`config.mk`:
```
export PLATFORM = sky130hd
export DESIGN_NAME = mcode_decoder
export DESIGN_NICKNAME = d
export VERILOG_FILES = /design/src/rtl/mcd_pkg.sv /design/src/rtl/mcd_onehot.sv /design/src/rtl/mcd_move_dec.sv /design/src/rtl/mcd_ctrl_dec.sv /design/src/rtl/mcode_decoder.sv
export SDC_FILE = /design/constraint.sdc
export NUM_CORES = 1
export LEC_CHECK = 0
export ABC_CLOCK_PERIOD_IN_PS = 1100
export BUFFER_PORTS_ARGS = -buffer_cell sky130_fd_sc_hd__buf_2
export CORE_UTILIZATION = 51
export CTS_BUF_LIST = sky130_fd_sc_hd__clkbuf_4
export CTS_CLUSTER_SIZE = 30
export DETAILED_ROUTE_END_ITERATION = 16
export HOLD_SLACK_MARGIN = 0.12
export PLACE_DENSITY = 0.95
export SETUP_SLACK_MARGIN = 0.02
export SYNTH_ARGS = -nofsm -noshare
export SYNTH_HDL_FRONTEND = slang
export SYNTH_SLANG_ARGS = --single-unit
```
`constraint.sdc`:
```
create_clock -name clk -period 1.1 [get_ports clk]
set_input_delay 0.055 -clock clk [delete_from_list [all_inputs] [get_ports clk]]
set_output_delay 0.055 -clock clk [all_outputs]
set_load 0.02 [all_outputs]
```
`src/rtl/mcd_pkg.sv`:
```
package mcd_pkg;
  localparam int UW    = 8;
  localparam int FW    = 3;
  localparam int NSEL  = 1 << FW;
  localparam int RW    = 2;
  localparam int NREG  = 1 << RW;
  localparam int NW    = 4;
  localparam int TW    = 3;
  localparam int DW    = 3;

  typedef enum logic [1:0] {
    GRP_MISC = 2'b00,
    GRP_JDIR = 2'b01,
    GRP_ALU  = 2'b10,
    GRP_JIND = 2'b11
  } ctrl_grp_e;

  typedef struct packed {
    logic [NREG-1:0] inc;
    logic [NREG-1:0] dec;
    logic            irq_on;
    logic            irq_off;
    logic            jdir;
    logic            jind;
    logic            alu_ld;
    logic            skip;
  } ctrl_t;
endpackage

```
`src/rtl/mcd_onehot.sv`:
```
module mcd_onehot #(
  parameter int SEL_W = 3,
  localparam int N = 1 << SEL_W
) (
  input  logic             en,
  input  logic [SEL_W-1:0] sel,
  output logic [N-1:0]     y
);
  for (genvar i = 0; i < N; i++) begin : g_bit
    assign y[i] = en && (sel == SEL_W'(i));
  end
endmodule

```
`src/rtl/mcd_move_dec.sv`:
```
module mcd_move_dec
  import mcd_pkg::*;
(
  input  logic [UW-1:0]   uw,
  output logic [NSEL-1:0] src_oe,
  output logic [NSEL-1:0] dst_ld,
  output logic            byte_hi
);
  logic is_move;
  assign is_move = !uw[UW-1];
  assign byte_hi = is_move && uw[UW-2];

  mcd_onehot #(.SEL_W(FW)) u_src (
    .en (is_move),
    .sel(uw[2*FW-1:FW]),
    .y  (src_oe)
  );

  mcd_onehot #(.SEL_W(FW)) u_dst (
    .en (is_move),
    .sel(uw[FW-1:0]),
    .y  (dst_ld)
  );
endmodule

```
`src/rtl/mcd_ctrl_dec.sv`:
```
module mcd_ctrl_dec
  import mcd_pkg::*;
(
  input  logic [UW-1:0] uw,
  output ctrl_t         c,
  output logic [NW-1:0] nib,
  output logic [TW-1:0] stest,
  output logic [DW-1:0] sdist
);
  logic            is_ctrl;
  logic            is_misc;
  ctrl_grp_e       grp;
  logic [1:0]      sub;
  logic [NREG-1:0] inc_v;
  logic [NREG-1:0] dec_v;

  assign is_ctrl = (uw[UW-1:UW-2] == 2'b10);
  assign grp     = ctrl_grp_e'(uw[5:4]);
  assign is_misc = is_ctrl && (grp == GRP_MISC);
  assign sub     = uw[3:2];

  mcd_onehot #(.SEL_W(RW)) u_inc (
    .en (is_misc && (sub == 2'b10)),
    .sel(uw[RW-1:0]),
    .y  (inc_v)
  );

  mcd_onehot #(.SEL_W(RW)) u_dec (
    .en (is_misc && (sub == 2'b00)),
    .sel(uw[RW-1:0]),
    .y  (dec_v)
  );

  always_comb begin
    c         = '0;
    c.inc     = inc_v;
    c.dec     = dec_v;
    c.irq_on  = is_misc && (sub == 2'b11);
    c.irq_off = is_misc && (sub == 2'b01);
    c.jdir    = is_ctrl && (grp == GRP_JDIR);
    c.alu_ld  = is_ctrl && (grp == GRP_ALU);
    c.jind    = is_ctrl && (grp == GRP_JIND);
    c.skip    = (uw[UW-1:UW-2] == 2'b11);
  end

  assign nib   = uw[NW-1:0];
  assign stest = uw[TW+DW-1:DW];
  assign sdist = uw[DW-1:0];
endmodule

```
`src/rtl/mcode_decoder.sv`:
```
module mcode_decoder
  import mcd_pkg::*;
(
  input  logic            clk,
  input  logic            rst,
  input  logic [UW-1:0]   uword,
  output logic [NSEL-1:0] src_oe,
  output logic [NSEL-1:0] dst_ld,
  output logic            byte_hi,
  output logic [NREG-1:0] reg_inc,
  output logic [NREG-1:0] reg_dec,
  output logic            irq_en,
  output logic            jmp_direct,
  output logic            jmp_indirect,
  output logic [NW-1:0]   jmp_target,
  output logic            alu_fn_ld,
  output logic [NW-1:0]   alu_fn,
  output logic            skip_req,
  output logic [TW-1:0]   skip_test,
  output logic [DW-1:0]   skip_dist
);
  logic [NSEL-1:0] src_n, dst_n;
  logic            hi_n;
  ctrl_t           c_n;
  logic [NW-1:0]   nib_n;
  logic [TW-1:0]   test_n;
  logic [DW-1:0]   dist_n;

  mcd_move_dec u_move (
    .uw     (uword),
    .src_oe (src_n),
    .dst_ld (dst_n),
    .byte_hi(hi_n)
  );

  mcd_ctrl_dec u_ctrl (
    .uw   (uword),
    .c    (c_n),
    .nib  (nib_n),
    .stest(test_n),
    .sdist(dist_n)
  );

  always_ff @(posedge clk) begin
    if (rst) begin
      src_oe       <= '0;
      dst_ld       <= '0;
      byte_hi      <= 1'b0;
      reg_inc      <= '0;
      reg_dec      <= '0;
      jmp_direct   <= 1'b0;
      jmp_indirect <= 1'b0;
      jmp_target   <= '0;
      alu_fn_ld    <= 1'b0;
      alu_fn       <= '0;
      skip_req     <= 1'b0;
      skip_test    <= '0;
      skip_dist    <= '0;
    end else begin
      src_oe       <= src_n;
      dst_ld       <= dst_n;
      byte_hi      <= hi_n;
      reg_inc      <= c_n.inc;
      reg_dec      <= c_n.dec;
      jmp_direct   <= c_n.jdir;
      jmp_indirect <= c_n.jind;
      jmp_target   <= c_n.jdir ? nib_n : '0;
      alu_fn_ld    <= c_n.alu_ld;
      alu_fn       <= c_n.alu_ld ? nib_n : '0;
      skip_req     <= c_n.skip;
      skip_test    <= c_n.skip ? test_n : '0;
      skip_dist    <= c_n.skip ? dist_n : '0;
    end
  end

  always_ff @(posedge clk) begin
    if (rst)            irq_en <= 1'b0;
    else if (c_n.irq_on)  irq_en <= 1'b1;
    else if (c_n.irq_off) irq_en <= 1'b0;
  end

  // a move word yields one source and one destination
  a_r2_move_onehot: assert property (@(posedge clk) disable iff (rst)
    !uword[UW-1] |=> ($countones(src_oe) == 1) && ($countones(dst_ld) == 1));

  // non-move words drive no bus enable
  a_r3_no_bus_ctrl: assert property (@(posedge clk) disable iff (rst)
    uword[UW-1] |=> (src_oe == '0) && (dst_ld == '0) && !byte_hi);

  // decrement word selects one register and no increment
  a_r4_dec_single: assert property (@(posedge clk) disable iff (rst)
    (uword[UW-1:2] == 6'b100000) |=> ($countones(reg_dec) == 1) && (reg_inc == '0));

  // enable word sets the flag
  a_r5_irq_set: assert property (@(posedge clk) disable iff (rst)
    (uword[UW-1:2] == 6'b100011) |=> irq_en);

  // the flag only moves on the two interrupt words
  a_r5_irq_hold: assert property (@(posedge clk) disable iff (rst)
    !((uword[UW-1:4] == 4'b1000) && uword[2]) |=> $stable(irq_en));

  // at most one operation class per cycle
  a_r10_one_class: assert property (@(posedge clk) disable iff (rst)
    $countones({|src_oe, |reg_inc, |reg_dec, jmp_direct, jmp_indirect,
                alu_fn_ld, skip_req}) <= 1);
endmodule

```
==> reports/results.tsv <==
stage	metric	value	unit
logic_synthesis	yosysTopAreaCellShare	0.705	
floorplanning	initial_core_util	0.554	
drt	vias_per_cell	4.82	
clock_tree	clkLatencyLatePin	0.35	ns
drt	dr.pass1.iters	4	
hold_path	hold_class	in -> reg	
worst_setup_path	path_class	in -> reg	
placed_design	portBuffers	53	
placed_design	dpl.hpwl	1780	um
worst_setup_path	start_kind	input port	
placed_design	place_congestion	0.768	
worst_setup_path	r2r_cells	2	
power	pwr_density_cell	1430	mW/mm^2
global_route	grt_pass1_wl	4730	um
logic_synthesis	yosysMostFrequentCell	dfxtp_1	
timing	setup_tns	0	ns
worst_setup_path	critPathMaxStageDelay	0.58	ns
worst_setup_path	crit_slowest_cell	dlygate4sd3_1	
timing	hold_slack	-0.0578	ns
hold_path	worstHoldStart	rst	
logic_synthesis	yosys.area.top_type	dfxtp_1	
logic_synthesis	syn_area	0.00125	mm^2
timing	period_needed	1.06	ns
worst_setup_path	cp_max_fo	7	
job	maxCapViolations	0	
cells_and_area	stdcell_area	0.00180	mm^2
floorplanning	dieHeight	51.5	um
clock_tree	post_cts.repair.setup_buffers	0	
power	finalPower	2.58	mW
drt	wire_per_inst	14.5	um
timing	maxSlewViolCount	0	
floorplanning	num_io_pins	54	
clock_tree	htreeDepth	2	
clock_tree	clkSinkCount	44	
cells_and_area	drive_gt1_frac	0.385	
logic_synthesis	ys_seq_elements	44	
timing	rsz0062_at_grt	no	
global_route	grt_use_total	0.266	
global_route	grt_pass1_vias	1010	
worst_setup_path	path_buf_inv	2	
cells_and_area	n_antenna_cell	0	
clock_tree	clkSlewWorstSetupHoldPaths	0.12	ns
floorplanning	dieArea	0.00265	mm^2
timing	worstMarginPinSlew	0.463	ns
clock_tree	cts_buffer_depth	2	
hold_path	hold_path_depth	2	
cells_and_area	final_nets	196	
power	leakage	0.884	nW
global_route	antenna_found_initial	0	
run_status	status	finished, violations left	
worst_setup_path	worstPathCellList	buf_2 -> or3b_4 -> nor2_4 -> dlygate4sd3_1	
worst_setup_path	cp.required	1.40	ns
drt	wl	3110	um
logic_synthesis	synth_flop_cell	dfxtp_1	
logic_synthesis	avgSynthCellArea	11.4	um^2
timing	fmax	0.941	GHz
worst_setup_path	arrival	1.36	ns
worst_setup_path	cp_top_family	buffers and inverters	
drt	dr_total_vias	1037	
timing	slew_headroom	0.687	
run_status	violations	negative hold slack	
floorplanning	placementRows	17	
cells_and_area	syn2layout_area_growth	44.3	%
drt	drc_errors	0	
drt	ant_nets	0	
timing	setup_violations	0	
worst_setup_path	rrSetupSlack	0.36	ns
logic_synthesis	ys_types	18	
logic_synthesis	ys_top_cells_by_area	dfxtp_1 (71%), and2_1 (7.5%), nor2_1 (6.0%)	
logic_synthesis	synth-seq-area-share	0.705	
power	max-vdd-ir-drop	1.25	mV
timing	skew	0	ns
placed_design	postPlaceCellArea	0.00154	mm^2
timing	finalHoldViolCount	1	
floorplanning	core_area	0.00225	mm^2
timing	fin_crit_sh	0.966	
logic_synthesis	synthesis.nets	120	
drt	first_iter_violations	20	
cells_and_area	post-route-util	0.799	
logic_synthesis	yosys_warnings	0	
worst_setup_path	r2r_end	irq_en	
global_route	grt_max_degree	15	
clock_tree	clockRootBuffer	clkbuf_4	
logic_synthesis	synth_edf_count	0	
logic_synthesis	async_reset_ff_frac	0	
logic_synthesis	synth_common_cells	dfxtp_1 (44), nor2_1 (20), and2_1 (15)	
worst_setup_path	rr_startpoint	irq_en	
hold_path	whs_endpoint	irq_en	
floorplanning	die_width	51.5	um
clock_tree	cts_inserted_buffers	5	
worst_setup_path	end_kind	flip-flop	
global_route	gr-total-overflow	0	
clock_tree	cts_tree	built	
logic_synthesis	synthCells	110	
## layout by cell type, fill, tap and decap left out
cell type      Yosys  final
a21bo_2            1      1
a21oi_1            1      1
and2_1            15     15
and3b_2            1      1
buf_2              0     53
clkbuf_4           0      5
clkinv_2           0      2
clkinv_4           0      1
dfxtp_1           44     44
dlygate4sd3_1      0     19
nand2_1            4      4
nand2b_1           2      2
nand3_1            2      1
nand3_2            0      1
nand3b_1           1      1
nor2_1            20     20
nor2_4             2      2
nor3_1             7      6
nor3_2             0      1
nor3b_1            1      1
nor4b_1            1      1
or2b_2             2      2
or3_4              0      2
or3b_4             1      1
## logic make-up (layout without fill, tap and decap cells)
family / count (synthesis) / after routing / synth area share
AND/OR/NAND/NOR: 61 / 61 / 0.274
AO/OA/AOI/OAI: 2 / 2 / 0.0120
buffers and inverters: 3 / 80 / 0.00902
flip-flops: 44 / 44 / 0.705
## worst max-delay path by stage
stage,startpoint,endpoint,cells after the start
finish,uword[7],jmp_direct,4
detailed placement,uword[5],irq_en,4
CTS,uword[2],dst_ld[0],4
global route,rst,alu_fn_ld,4
floorplan,irq_en,irq_en,2
global placement,rst,alu_fn[0],4
## repair_timing
item / in CTS / in global routing
hold buffers: 17 / 2
resized for setup: 0 / 4
setup endpoints to repair: 0 / 11
hold endpoints to repair: 44 / 14
## through the flow
| stage | hold slack, ns | std cells | worst slack [ns] |
|---|---|---|---|
| 3_5_place_dp | 0.298 | 188 | 0.0769 |
| 3_3_place_gp | 0.289 | 188 | 0.139 |
| 4_1_cts | -0.0745 | 213 | 0.0273 |
| 5_1_grt | -0.0447 | 215 | 0.0188 |
| 6_report | -0.0578 | 215 | 0.0377 |
| 2_1_floorplan | 0.124 | 110 | 0.269 |
## per-layer routing
metal	routed length, um	track usage
met5	0	0
met2	1620	0.472
met1	1230	0.273
met4	75	0.158
met3	189	0.0774
## sequential cells by signal, summed over array words and instances, names as in the netlist
register,cells
alu_fn,4
irq_en,1
alu_fn_ld,1
dst_ld,8
jmp_target,4
jmp_indirect,1
skip_req,1
jmp_direct,1
reg_inc,4
reg_dec,4
skip_dist,3
skip_test,3
src_oe,8
byte_hi,1
## final cells by class
class,instances,area (um^2)
clock inverters,3,18.8
well taps,28,35.0
clock buffers,5,37.5
repair buffers,72,455
multi-input cells,63,374
fillers,131,453
flip-flops and latches,44,881
## where the power goes
group	total, mW	switching, mW	leakage [nW]	internal, mW
clock network	0.751	0.505	0.0349	0.246
registers	1.62	0.00576	0.356	1.62
logic	0.210	0.122	0.493	0.0878
total	2.58	0.633	0.884	1.95
(Power assumes the default switching activity.)
